## config.mk

```make
export PLATFORM = sky130hd
export DESIGN_NAME = irq_vector_dispatch
export DESIGN_NICKNAME = d
export VERILOG_FILES = /design/src/rtl/ivd_pkg.sv /design/src/rtl/ivd_bound.sv /design/src/rtl/ivd_classify.sv /design/src/rtl/ivd_memport.sv /design/src/rtl/ivd_fsm.sv /design/src/rtl/irq_vector_dispatch.sv
export SDC_FILE = /design/constraint.sdc
export NUM_CORES = 1
export LEC_CHECK = 0
export BUFFER_PORTS_ARGS = -buffer_cell sky130_fd_sc_hd__buf_2
export CAP_MARGIN = 15
export CORE_AREA = 2 2 116 118
export DETAILED_ROUTE_END_ITERATION = 10
export DIE_AREA = 0 0 118 120
export PLACE_DENSITY = 0.95
export SKIP_LAST_GASP = 1
export SLEW_MARGIN = 10
export SYNTH_ARGS = -nofsm -noshare
export SYNTH_HDL_FRONTEND = slang
export SYNTH_HIERARCHICAL = 1
export SYNTH_SLANG_ARGS = --single-unit
```

## constraint.sdc

```tcl
create_clock -name clk -period 5.7 [get_ports clk]
set_clock_uncertainty 0.05 [all_clocks]
set_input_delay 0.57 -clock clk [delete_from_list [all_inputs] [get_ports clk]]
set_output_delay 0.57 -clock clk [all_outputs]
set_load 0.1 [all_outputs]
```

## src/rtl/ivd_pkg.sv

```systemverilog
package ivd_pkg;

  typedef enum logic [1:0] {
    TK_DEV = 2'd0,
    TK_DMA = 2'd1,
    TK_MPV = 2'd2,
    TK_TBG = 2'd3
  } trap_kind_e;

  typedef enum logic [3:0] {
    S_IDLE, S_RVB, S_LVB, S_WMAP, S_WINT, S_WSC, S_WMPF, S_WSUS,
    S_RTL, S_LTL, S_RTB, S_LTB, S_RENT, S_LENT, S_RHND, S_LHND
  } seq_state_e;

  // word offsets inside the vector block
  localparam logic [3:0] OFS_MAP  = 4'd0;
  localparam logic [3:0] OFS_INT  = 4'd1;
  localparam logic [3:0] OFS_SC   = 4'd2;
  localparam logic [3:0] OFS_CLK  = 4'd3;
  localparam logic [3:0] OFS_ILL  = 4'd4;
  localparam logic [3:0] OFS_DEV  = 4'd5;
  localparam logic [3:0] OFS_SKD  = 4'd6;
  localparam logic [3:0] OFS_REQ  = 4'd7;
  localparam logic [3:0] OFS_SUSP = 4'd8;
  localparam logic [3:0] OFS_PERR = 4'd9;

endpackage

```

## src/rtl/ivd_bound.sv

```systemverilog
module ivd_bound #(
  parameter int W       = 16,
  parameter int SCW     = 6,
  parameter int BASE_SC = 6
) (
  input  logic [SCW-1:0] sc,
  input  logic [W-1:0]   len,
  output logic [W-1:0]   idx,
  output logic           beyond
);
  // select codes below the base wrap to large values and fall outside
  assign idx    = W'(sc) - W'(BASE_SC);
  assign beyond = (idx > len);
endmodule

```

## src/rtl/ivd_classify.sv

```systemverilog
module ivd_classify #(
  parameter int W = 16
) (
  input  logic [W-1:0] entry,
  output logic [3:0]   ofs
);
  import ivd_pkg::*;
  always_comb begin
    if (entry[W-1])     ofs = OFS_SKD;
    else if (|entry)    ofs = OFS_DEV;
    else                ofs = OFS_ILL;
  end
endmodule

```

## src/rtl/ivd_memport.sv

```systemverilog
module ivd_memport
  import ivd_pkg::*;
#(
  parameter int           W           = 16,
  parameter int           SCW         = 6,
  parameter logic [W-1:0] VB_PTR_ADDR = 16'h0010,
  parameter logic [W-1:0] TB_PTR_ADDR = 16'h0011,
  parameter logic [W-1:0] TL_ADDR     = 16'h0012,
  parameter logic [W-1:0] MPOFF_ADDR  = 16'h0013
) (
  input  seq_state_e     st,
  input  trap_kind_e     kind,
  input  logic           par,
  input  logic [3:0]     class_ofs,
  input  logic [W-1:0]   vbase,
  input  logic [W-1:0]   tbase,
  input  logic [W-1:0]   idx,
  input  logic [W-1:0]   map_word,
  input  logic           intoff,
  input  logic [SCW-1:0] sc,
  input  logic [W-1:0]   pc,
  output logic [W-1:0]   addr,
  output logic           we,
  output logic [W-1:0]   wdata
);
  logic [3:0] hoff;

  function automatic logic [W-1:0] vslot(input logic [W-1:0] b, input logic [3:0] o);
    return b + {{(W-4){1'b0}}, o};
  endfunction

  always_comb begin
    case (kind)
      TK_TBG:  hoff = OFS_CLK;
      TK_MPV:  hoff = par ? OFS_PERR : OFS_REQ;
      default: hoff = class_ofs;
    endcase
  end

  always_comb begin
    addr  = '0;
    we    = 1'b0;
    wdata = '0;
    case (st)
      S_RVB:  addr = VB_PTR_ADDR;
      S_WMAP: begin addr = vslot(vbase, OFS_MAP);  we = 1'b1; wdata = map_word; end
      S_WINT: begin addr = vslot(vbase, OFS_INT);  we = 1'b1; wdata = {{(W-1){1'b0}}, intoff}; end
      S_WSC:  begin addr = vslot(vbase, OFS_SC);   we = 1'b1; wdata = {{(W-SCW){1'b0}}, sc}; end
      S_WMPF: begin addr = MPOFF_ADDR;             we = 1'b1; wdata = {{(W-1){1'b0}}, 1'b1}; end
      S_WSUS: begin addr = vslot(vbase, OFS_SUSP); we = 1'b1; wdata = pc; end
      S_RTL:  addr = TL_ADDR;
      S_RTB:  addr = TB_PTR_ADDR;
      S_RENT: addr = tbase + idx;
      S_RHND: addr = vslot(vbase, hoff);
      default: ;
    endcase
  end
endmodule

```

## src/rtl/ivd_fsm.sv

```systemverilog
module ivd_fsm
  import ivd_pkg::*;
#(
  parameter int W     = 16,
  parameter int SCW   = 6,
  parameter int MP_SC = 5
) (
  input  logic           clk,
  input  logic           rst,
  input  logic           trap_req,
  input  logic [1:0]     trap_kind,
  input  logic [SCW-1:0] trap_sc,
  input  logic           parity_err,
  input  logic [W-1:0]   map_status,
  input  logic           int_sys_on,
  input  logic [W-1:0]   cur_pc,
  input  logic [W-1:0]   mem_rdata,
  input  logic           beyond,
  output seq_state_e     st,
  output trap_kind_e     kind_q,
  output logic [SCW-1:0] sc_q,
  output logic           par_q,
  output logic [W-1:0]   map_q,
  output logic           intoff_q,
  output logic [W-1:0]   pc_q,
  output logic [W-1:0]   vbase_q,
  output logic [W-1:0]   tbase_q,
  output logic [W-1:0]   len_q,
  output logic [W-1:0]   entry_q,
  output logic [W-1:0]   new_pc,
  output logic           done,
  output logic           clf_stb,
  output logic [SCW-1:0] clf_sc
);
  always_ff @(posedge clk) begin
    if (rst) begin
      st       <= S_IDLE;
      kind_q   <= TK_DEV;
      sc_q     <= '0;
      par_q    <= 1'b0;
      map_q    <= '0;
      intoff_q <= 1'b0;
      pc_q     <= '0;
      vbase_q  <= '0;
      tbase_q  <= '0;
      len_q    <= '0;
      entry_q  <= '0;
      new_pc   <= '0;
      done     <= 1'b0;
      clf_stb  <= 1'b0;
      clf_sc   <= '0;
    end else begin
      done    <= 1'b0;
      clf_stb <= 1'b0;
      case (st)
        S_IDLE: if (trap_req) begin
          kind_q   <= trap_kind_e'(trap_kind);
          sc_q     <= trap_sc;
          par_q    <= parity_err;
          map_q    <= map_status;
          intoff_q <= ~int_sys_on;
          pc_q     <= cur_pc;
          entry_q  <= '0;
          st       <= S_RVB;
        end
        S_RVB:  st <= S_LVB;
        S_LVB:  begin vbase_q <= mem_rdata; st <= S_WMAP; end
        S_WMAP: st <= S_WINT;
        S_WINT: st <= S_WSC;
        S_WSC: begin
          clf_stb <= (sc_q != SCW'(MP_SC));
          clf_sc  <= sc_q;
          st      <= S_WMPF;
        end
        S_WMPF: begin
          case (kind_q)
            TK_TBG:  st <= S_RHND;
            TK_MPV:  st <= par_q ? S_WSUS : S_RHND;
            default: st <= S_RTL;
          endcase
        end
        S_WSUS: st <= S_RHND;
        S_RTL:  st <= S_LTL;
        S_LTL:  begin len_q <= mem_rdata; st <= S_RTB; end
        S_RTB:  st <= S_LTB;
        S_LTB: begin
          tbase_q <= mem_rdata;
          if (beyond) begin
            entry_q <= '0;
            st      <= S_RHND;
          end else begin
            st <= S_RENT;
          end
        end
        S_RENT: st <= S_LENT;
        S_LENT: begin
          entry_q <= (kind_q == TK_DMA) ? {1'b0, mem_rdata[W-2:0]} : mem_rdata;
          st      <= S_RHND;
        end
        S_RHND: st <= S_LHND;
        S_LHND: begin
          new_pc <= mem_rdata;
          done   <= 1'b1;
          st     <= S_IDLE;
        end
        default: st <= S_IDLE;
      endcase
    end
  end
endmodule

```

## src/rtl/irq_vector_dispatch.sv

```systemverilog
module irq_vector_dispatch
  import ivd_pkg::*;
#(
  parameter int           W           = 16,
  parameter int           SCW         = 6,
  parameter int           BASE_SC     = 6,
  parameter int           MP_SC       = 5,
  parameter logic [W-1:0] VB_PTR_ADDR = 16'h0010,
  parameter logic [W-1:0] TB_PTR_ADDR = 16'h0011,
  parameter logic [W-1:0] TL_ADDR     = 16'h0012,
  parameter logic [W-1:0] MPOFF_ADDR  = 16'h0013
) (
  input  logic           clk,
  input  logic           rst,
  input  logic           trap_req,
  input  logic [1:0]     trap_kind,
  input  logic [SCW-1:0] trap_sc,
  input  logic           parity_err,
  input  logic [W-1:0]   map_status,
  input  logic           int_sys_on,
  input  logic [W-1:0]   cur_pc,
  output logic [W-1:0]   mem_addr,
  output logic           mem_we,
  output logic [W-1:0]   mem_wdata,
  input  logic [W-1:0]   mem_rdata,
  output logic [W-1:0]   new_pc,
  output logic           done,
  output logic           clf_stb,
  output logic [SCW-1:0] clf_sc
);
  seq_state_e     st;
  trap_kind_e     kind_q;
  logic [SCW-1:0] sc_q;
  logic           par_q, intoff_q, beyond;
  logic [W-1:0]   map_q, pc_q, vbase_q, tbase_q, len_q, entry_q, idx;
  logic [3:0]     class_ofs;

  ivd_fsm #(.W(W), .SCW(SCW), .MP_SC(MP_SC)) u_fsm (
    .clk(clk), .rst(rst), .trap_req(trap_req), .trap_kind(trap_kind),
    .trap_sc(trap_sc), .parity_err(parity_err), .map_status(map_status),
    .int_sys_on(int_sys_on), .cur_pc(cur_pc), .mem_rdata(mem_rdata),
    .beyond(beyond), .st(st), .kind_q(kind_q), .sc_q(sc_q), .par_q(par_q),
    .map_q(map_q), .intoff_q(intoff_q), .pc_q(pc_q), .vbase_q(vbase_q),
    .tbase_q(tbase_q), .len_q(len_q), .entry_q(entry_q), .new_pc(new_pc),
    .done(done), .clf_stb(clf_stb), .clf_sc(clf_sc)
  );

  ivd_bound #(.W(W), .SCW(SCW), .BASE_SC(BASE_SC)) u_bound (
    .sc(sc_q), .len(len_q), .idx(idx), .beyond(beyond)
  );

  ivd_classify #(.W(W)) u_class (
    .entry(entry_q), .ofs(class_ofs)
  );

  ivd_memport #(
    .W(W), .SCW(SCW), .VB_PTR_ADDR(VB_PTR_ADDR), .TB_PTR_ADDR(TB_PTR_ADDR),
    .TL_ADDR(TL_ADDR), .MPOFF_ADDR(MPOFF_ADDR)
  ) u_port (
    .st(st), .kind(kind_q), .par(par_q), .class_ofs(class_ofs),
    .vbase(vbase_q), .tbase(tbase_q), .idx(idx), .map_word(map_q),
    .intoff(intoff_q), .sc(sc_q), .pc(pc_q),
    .addr(mem_addr), .we(mem_we), .wdata(mem_wdata)
  );
endmodule

```

Word-level counts from Yosys, hierarchy flattened:

Index checks and enable logic that the tools add are counted.

* register bits after elaboration: 134
* bits of input ports: 61
* output and inout bits: 57
* logic and storage cells: 70

* $add $sub $neg: 6
* $lt $le $gt $ge: 1
* eq/ne operators: 21
* muxes and demuxes: 17
* bitwise logic cells: 2
* reduce and logical (&&, ||, !) cells: 8

Operators by type and width (count)
* case mux 16 bit (10 select lines): 1
* case mux 16 bit (5 select lines): 1
* case mux 4 bit (15 select lines): 1
* 2-to-1 mux 16 bit: 3
* case mux 16 bit (3 select lines): 1
* == test 4 bit (second input constant): 8
* adder 16 x 1 -> 16 bit (second input constant): 1
* adder 16 bit: 1
* adder 16 x 2 -> 16 bit (second input constant): 1
* adder 16 x 4 -> 16 bit: 1
* adder 16 x 4 -> 16 bit (second input constant): 1
* == test 4 x 3 -> 1 bit (second input constant): 4
* greater-than comparator 16 bit: 1
* 2-to-1 mux 4 bit: 4
* case mux 4 bit (2 select lines): 2
* OR reduction 16 bit: 1
* == test 4 x 2 -> 1 bit (second input constant): 2
* subtractor 6 x 3 -> 7 bit (second input constant): 1
* inequality test 6 x 3 -> 1 bit (second input constant): 1
* OR reduction 5 bit: 1
* == test 2 bit (second input constant): 2
* == test 4 x 1 -> 1 bit (second input constant): 1
* zero test 4 bit: 1
* inequality test 2 bit (second input constant): 2
* other kinds (8): 12

Logic depth before layout (Yosys ltp):

* depth after elaboration: 6
* mapped depth: 14
* depth with buffers taken out: 13

Cells and area by module:

Netlist, hierarchy kept.

Modules (own cells, without submodules)
* ivd_fsm: instances 1, cells each 575, area an instance 4919.7 um2, sequential area each 2682.6 um2
* ivd_memport: instances 1, cells each 333, area an instance 2249.7 um2, sequential area each 0.0 um2
* ivd_bound: instances 1, cells each 77, area an instance 554.3 um2, sequential area each 0.0 um2
* ivd_classify: instances 1, cells each 10, area an instance 62.6 um2, sequential area each 0.0 um2

Least setup slack after synthesis:

OpenSTA, ideal clock, no wires.

* path type: reg-to-output
* start point: reg u_fsm.st[0]
* end point: out mem_addr[6]
* arrival time: 5482 ps
* required time: 5080 ps
* slack: -402 ps
* cell stages (with the launch flop): 13
* buffers on the path: 1
* path through: dfxtp_1 > buf_2 > and2b_2 > nand2_1 > or3_1 > ha_1 > inv_1 > fa_1 > nor2b_1 > o21ai_1 > a21oi_1 > nor2_1 > o311ai_0

* longest elaborated chain between the ends: 2
* elaborated cells between the ends (all ways): 11
* classes of those cells: 10 x eq/ne; 1 x mux

RTL lines
* start: declaration: line ivd_fsm.sv:19 `output seq_state_e st,`
* start signal: assignment: line ivd_fsm.sv:78 `TK_MPV: st <= par_q ? S_WSUS : S_RHND;`
* == test 4 bit, or another cell as far along: line ivd_memport.sv:44 `case (st)`
* case mux 16 bit (10 select lines) *: line ivd_memport.sv:44
* end: declaration: line irq_vector_dispatch.sv:22 `output logic [W-1:0] mem_addr,`

Every way passes the cells marked *; elsewhere a longest branch is shown, timed or not.

Worst setup path in the final report:

* start point: reg u_fsm.st[1]
* end point: out mem_addr[12]

Same word-level chain as after synthesis.

==> results.md <==
* Run status: finished clean
* TritonCTS Buffers at 17
* RSZ-0062 raised after global routing: no
* Drt drc at 0
* Worst reg2reg startpoint: u_fsm/sc_q[1]$_SDFFE_PP0P_
* Hold Buf Count CTS at 0
* Die Y at about 120 µm
* Clk Latency, worst-skew pair at approximately 0.42 ns
* Post-DR vias/cell at 6.463
* Hold Vio Cnt, Final at 0
* Final Setup Violations at 0
* Crit path DAT at between 3 and 4 ns
* Routability-driven placement congestion ratio at around 0.98
* Initial antenna violation count at 0
* Cell count after synthesis at 995
* IO buf count at 117
* I/O pins at around 120
* Mean area per synthesized cell at slightly below 8 µm²
* CTS tree: done
* CP Capture Point: mem_addr[12]
* Clk slew on worst S/H paths at around 0.06 ns
* Critical path origin: u_fsm/st[1]$_SDFFE_PP0P_
* Reg2reg setup slack at ~2.2 ns
* Final ANT Viol Nets at 0
* EDFF count, synth at 0
* Critical path type: reg2out
* WL per Instance at ~19 µm
* Achievable Freq at about 220 MHz
* Clk buf depth at 2
* CP max stage cell: fa_1
* # rows at 42
* Final Critical Period at between 4 and 5 ns
* Area Overhead vs Synth at 12.79%
* CORE AREA at between 10,000 and 15,000 µm²
* Syn. warnings at 6
* Crit start category: flop
* CP required at ~5.1 ns
* Worst-margin pin slew at 1.096 ns
* Setup bufs post-CTS at 0
* Sequential area share after synthesis at 0.3445
* All-Layer GR Usage at 0.3201
* Inst Count DP at 1,207
* Ant. Diodes at 0
* Main flop type after synthesis: dfxtp_1
* Sequence of cells on the critical path: buf_4, and2_1, nand2_1, or2_2, fa_1, nor2b_1, o21ai_1, a211oi_2, nand3_1, xor2_1, o221ai_1, a21o_1, buf_2
* Area of the mapped netlist at 7786 µm²
* Vias in the first global route at about 7.4k
* Worst Reg-to-Reg Cells at 12
* Cell Count, Final, Fillers Out at ~1.2k
* Cell Pwr Density at between 200 and 300 nW/µm²
* Crit. End Element: primary output
* DRT Pass-1 Iters at 6
* Starting Density at 0.5999
* Vias post-DR at approximately 8.0k
* Syn_nets at between 1k and 1.5k
* Worst vdd ir at 235.9 µV
* CTS Sinks at 134
* Post-synth ARST share at 0
* WL final at roughly 23,000 µm
* Setup TNS Final at 0 ns
* FF-to-FF End: u_fsm/entry_q[15]$_SDFFE_PP0P_
* GR Overflow Total at 0
* Hold Path Class: in2reg
* Leakage at between 3 and 4 nW
* Die X at 118 µm
* Max Transition Viols Final at 0
* Crit path max fanout at 49
* Final net count at approximately 1.1k
* Layout cell share with drive strength beyond 1 at 0.1797
* First-pass GRT wire length at about 37,000 µm
* Netlist cell types at 86
* Htree depth at 4
* Dpl hpwl at 15,120 µm
* Yosys reg bits at about 130
* Root buffer cell: clkbuf_16
* Cts repair resizes at 0
* Overall die area at roughly 14,000 µm²
* Slew headroom at 0.2664
* DR iter-0 viols at 1,145
* Crit share post-route at 0.7941
* Maximum number of pins on one net before global-route repair at 100
* Max-cap viol count at 0
* CP max stage delay at about 0.44 ns
## cells in the mapped netlist (5+ instances only)
library cell  instances  area (µm²)
mux2i_1               9       90.09
a22o_1               11       96.34
xor2_1               14       122.6
nor2b_1               8       50.05
nand2b_1              6       37.54
inv_1                23       86.33
xnor2_1              10       87.58
o21ai_1              10       50.05
buf_6                 5       56.30
a22oi_1               8       60.06
o22ai_1               5       31.28
mux2_2                6       67.56
a32o_1               16       160.2
o21a_1                5       37.54
nor2_1               39       146.4
nand4_1               8       50.05
nor3_1                9       45.04
o21ai_0              62       310.3
dfxtp_1             134        2683
clkbuf_1             41       153.9
buf_2                29       145.1
a21oi_1             149       745.7
nor4_1                5       31.28
buf_4                14       105.1
ha_1                 32       400.4
a21o_1               10       75.07
a31oi_1              10       62.56
nand3_1              55       275.3
nand2_1             166       623.1
## critical path, delay by kind of cell, from the launching register on
kind | cells | cell delay [ns]
fa+ha+maj | 1 | 0.44
simple gates | 5 | 0.96
flops | 1 | 0.30
compound gates | 4 | 0.81
xor+xnor | 1 | 0.17
buf+inv | 2 | 0.81
## placed cells by master, fill, tap and decap left out, types with 4 or more instances in the layout
cell type,synthesis,layout
nor2b_1,8,8
mux2i_1,9,9
a31oi_1,10,10
a211oi_1,4,4
a311oi_1,4,4
nand2_1,166,166
o21a_1,5,5
xnor2_1,10,10
nor3_1,9,9
nor2_1,39,39
xor2_1,14,14
o21ai_0,62,62
nand4_1,8,8
nand3_1,55,55
clkbuf_16,0,17
dfxtp_1,134,134
a22o_1,11,11
a211o_1,4,4
buf_4,14,12
a22oi_1,8,8
a21o_1,10,10
buf_2,29,116
nand2b_1,6,6
ha_1,32,32
o221ai_1,4,4
nor3b_1,4,4
mux2_2,6,6
nand3b_1,4,4
inv_1,23,23
and3_1,4,4
a21boi_0,4,4
o21ai_1,10,10
nor4_1,5,5
o22ai_1,5,5
a21oi_1,149,149
a32o_1,16,16
clkinv_2,0,4
## state kept, by name (all words and copies together) (netlist names)
name            count
u_fsm/entry_q      16
u_fsm/len_q        16
u_fsm/map_q        16
u_fsm/new_pc       16
u_fsm/pc_q         16
u_fsm/tbase_q      16
u_fsm/vbase_q      16
u_fsm/clf_sc        6
u_fsm/sc_q          6
u_fsm/st            4
u_fsm/kind_q        2
u_fsm/clf_stb       1
u_fsm/done          1
u_fsm/intoff_q      1
u_fsm/par_q         1
## metal layers
layer	vias up	routed length [µm]	global-route usage
li1	3663	-	-
met5	-	0	0
met3	89	2135	0.05086
met2	511	10740	0.5203
met1	3745	9258	0.4149
met4	0	912	0.1581
## through the flow
step	utilization	setup WS, ns	hold WS [ns]	instance area, µm²	power [mW]
global placement	0.6318	1.682	0.3912	8200	1.402
detailed placement	0.6318	1.654	0.3958	8200	1.412
finish	0.6766	1.174	0.3074	8782	2.464
global route	0.6766	0.8820	0.3024	8782	2.550
CTS	0.6754	1.208	0.3018	8767	2.450
floorplan	-	-0.4020	0.3830	7786	1.333
## area by class of cell
type                            instances  area, µm²
Multi-Input combinational cell        746       4541
Clock inverter                          9      102.6
Sequential cell                       134       2683
Timing Repair Buffer                  129      685.7
Clock buffer                           22      464.2
Tap cell                              176      220.2
Inverter                               23      86.33
Fill cell                            1026       4198
## cell families (layout without fill, tap and decap cells)
| group | after synthesis | after routing | share of synthesized area |
|---|---|---|---|
| DFF | 134 | 134 | 0.3445 |
| AOI/OAI and AO/OA | 330 | 330 | 0.2658 |
| buffers and inverters | 115 | 183 | 0.07311 |
| adders and majority gates | 35 | 35 | 0.05785 |
| and+or+nand+nor | 340 | 340 | 0.2105 |
| muxes | 15 | 15 | 0.02025 |
| other | 2 | 2 | 0.0009645 |
| xor gates and xnor gates | 24 | 24 | 0.02700 |
## power breakdown
| group | switching (mW) | leakage [nW] | internal, mW |
|---|---|---|---|
| combinational | 0.274 | 2.01 | 0.133 |
| sequential | 0.0392 | 1.09 | 0.970 |
| clock | 0.388 | 0.272 | 0.660 |
| total | 0.701 | 3.37 | 1.76 |
## worst min path at each step
stage,from,endpoint,slack (ns),cells past startpoint
3_5_place_dp,u_fsm/new_pc[10]$_SDFFE_PP0P_,u_fsm/new_pc[10]$_SDFFE_PP0P_,0.40,2
2_1_floorplan,u_fsm/vbase_q[12]$_SDFFE_PP0P_,u_fsm/vbase_q[12]$_SDFFE_PP0P_,0.38,2
6_report,int_sys_on,u_fsm/intoff_q$_SDFFE_PP0P_,0.31,2
5_1_grt,int_sys_on,u_fsm/intoff_q$_SDFFE_PP0P_,0.30,2
4_1_cts,int_sys_on,u_fsm/intoff_q$_SDFFE_PP0P_,0.30,2
3_3_place_gp,u_fsm/new_pc[4]$_SDFFE_PP0P_,u_fsm/new_pc[4]$_SDFFE_PP0P_,0.39,2
Note: power is estimated with default switching activity, not from simulation.
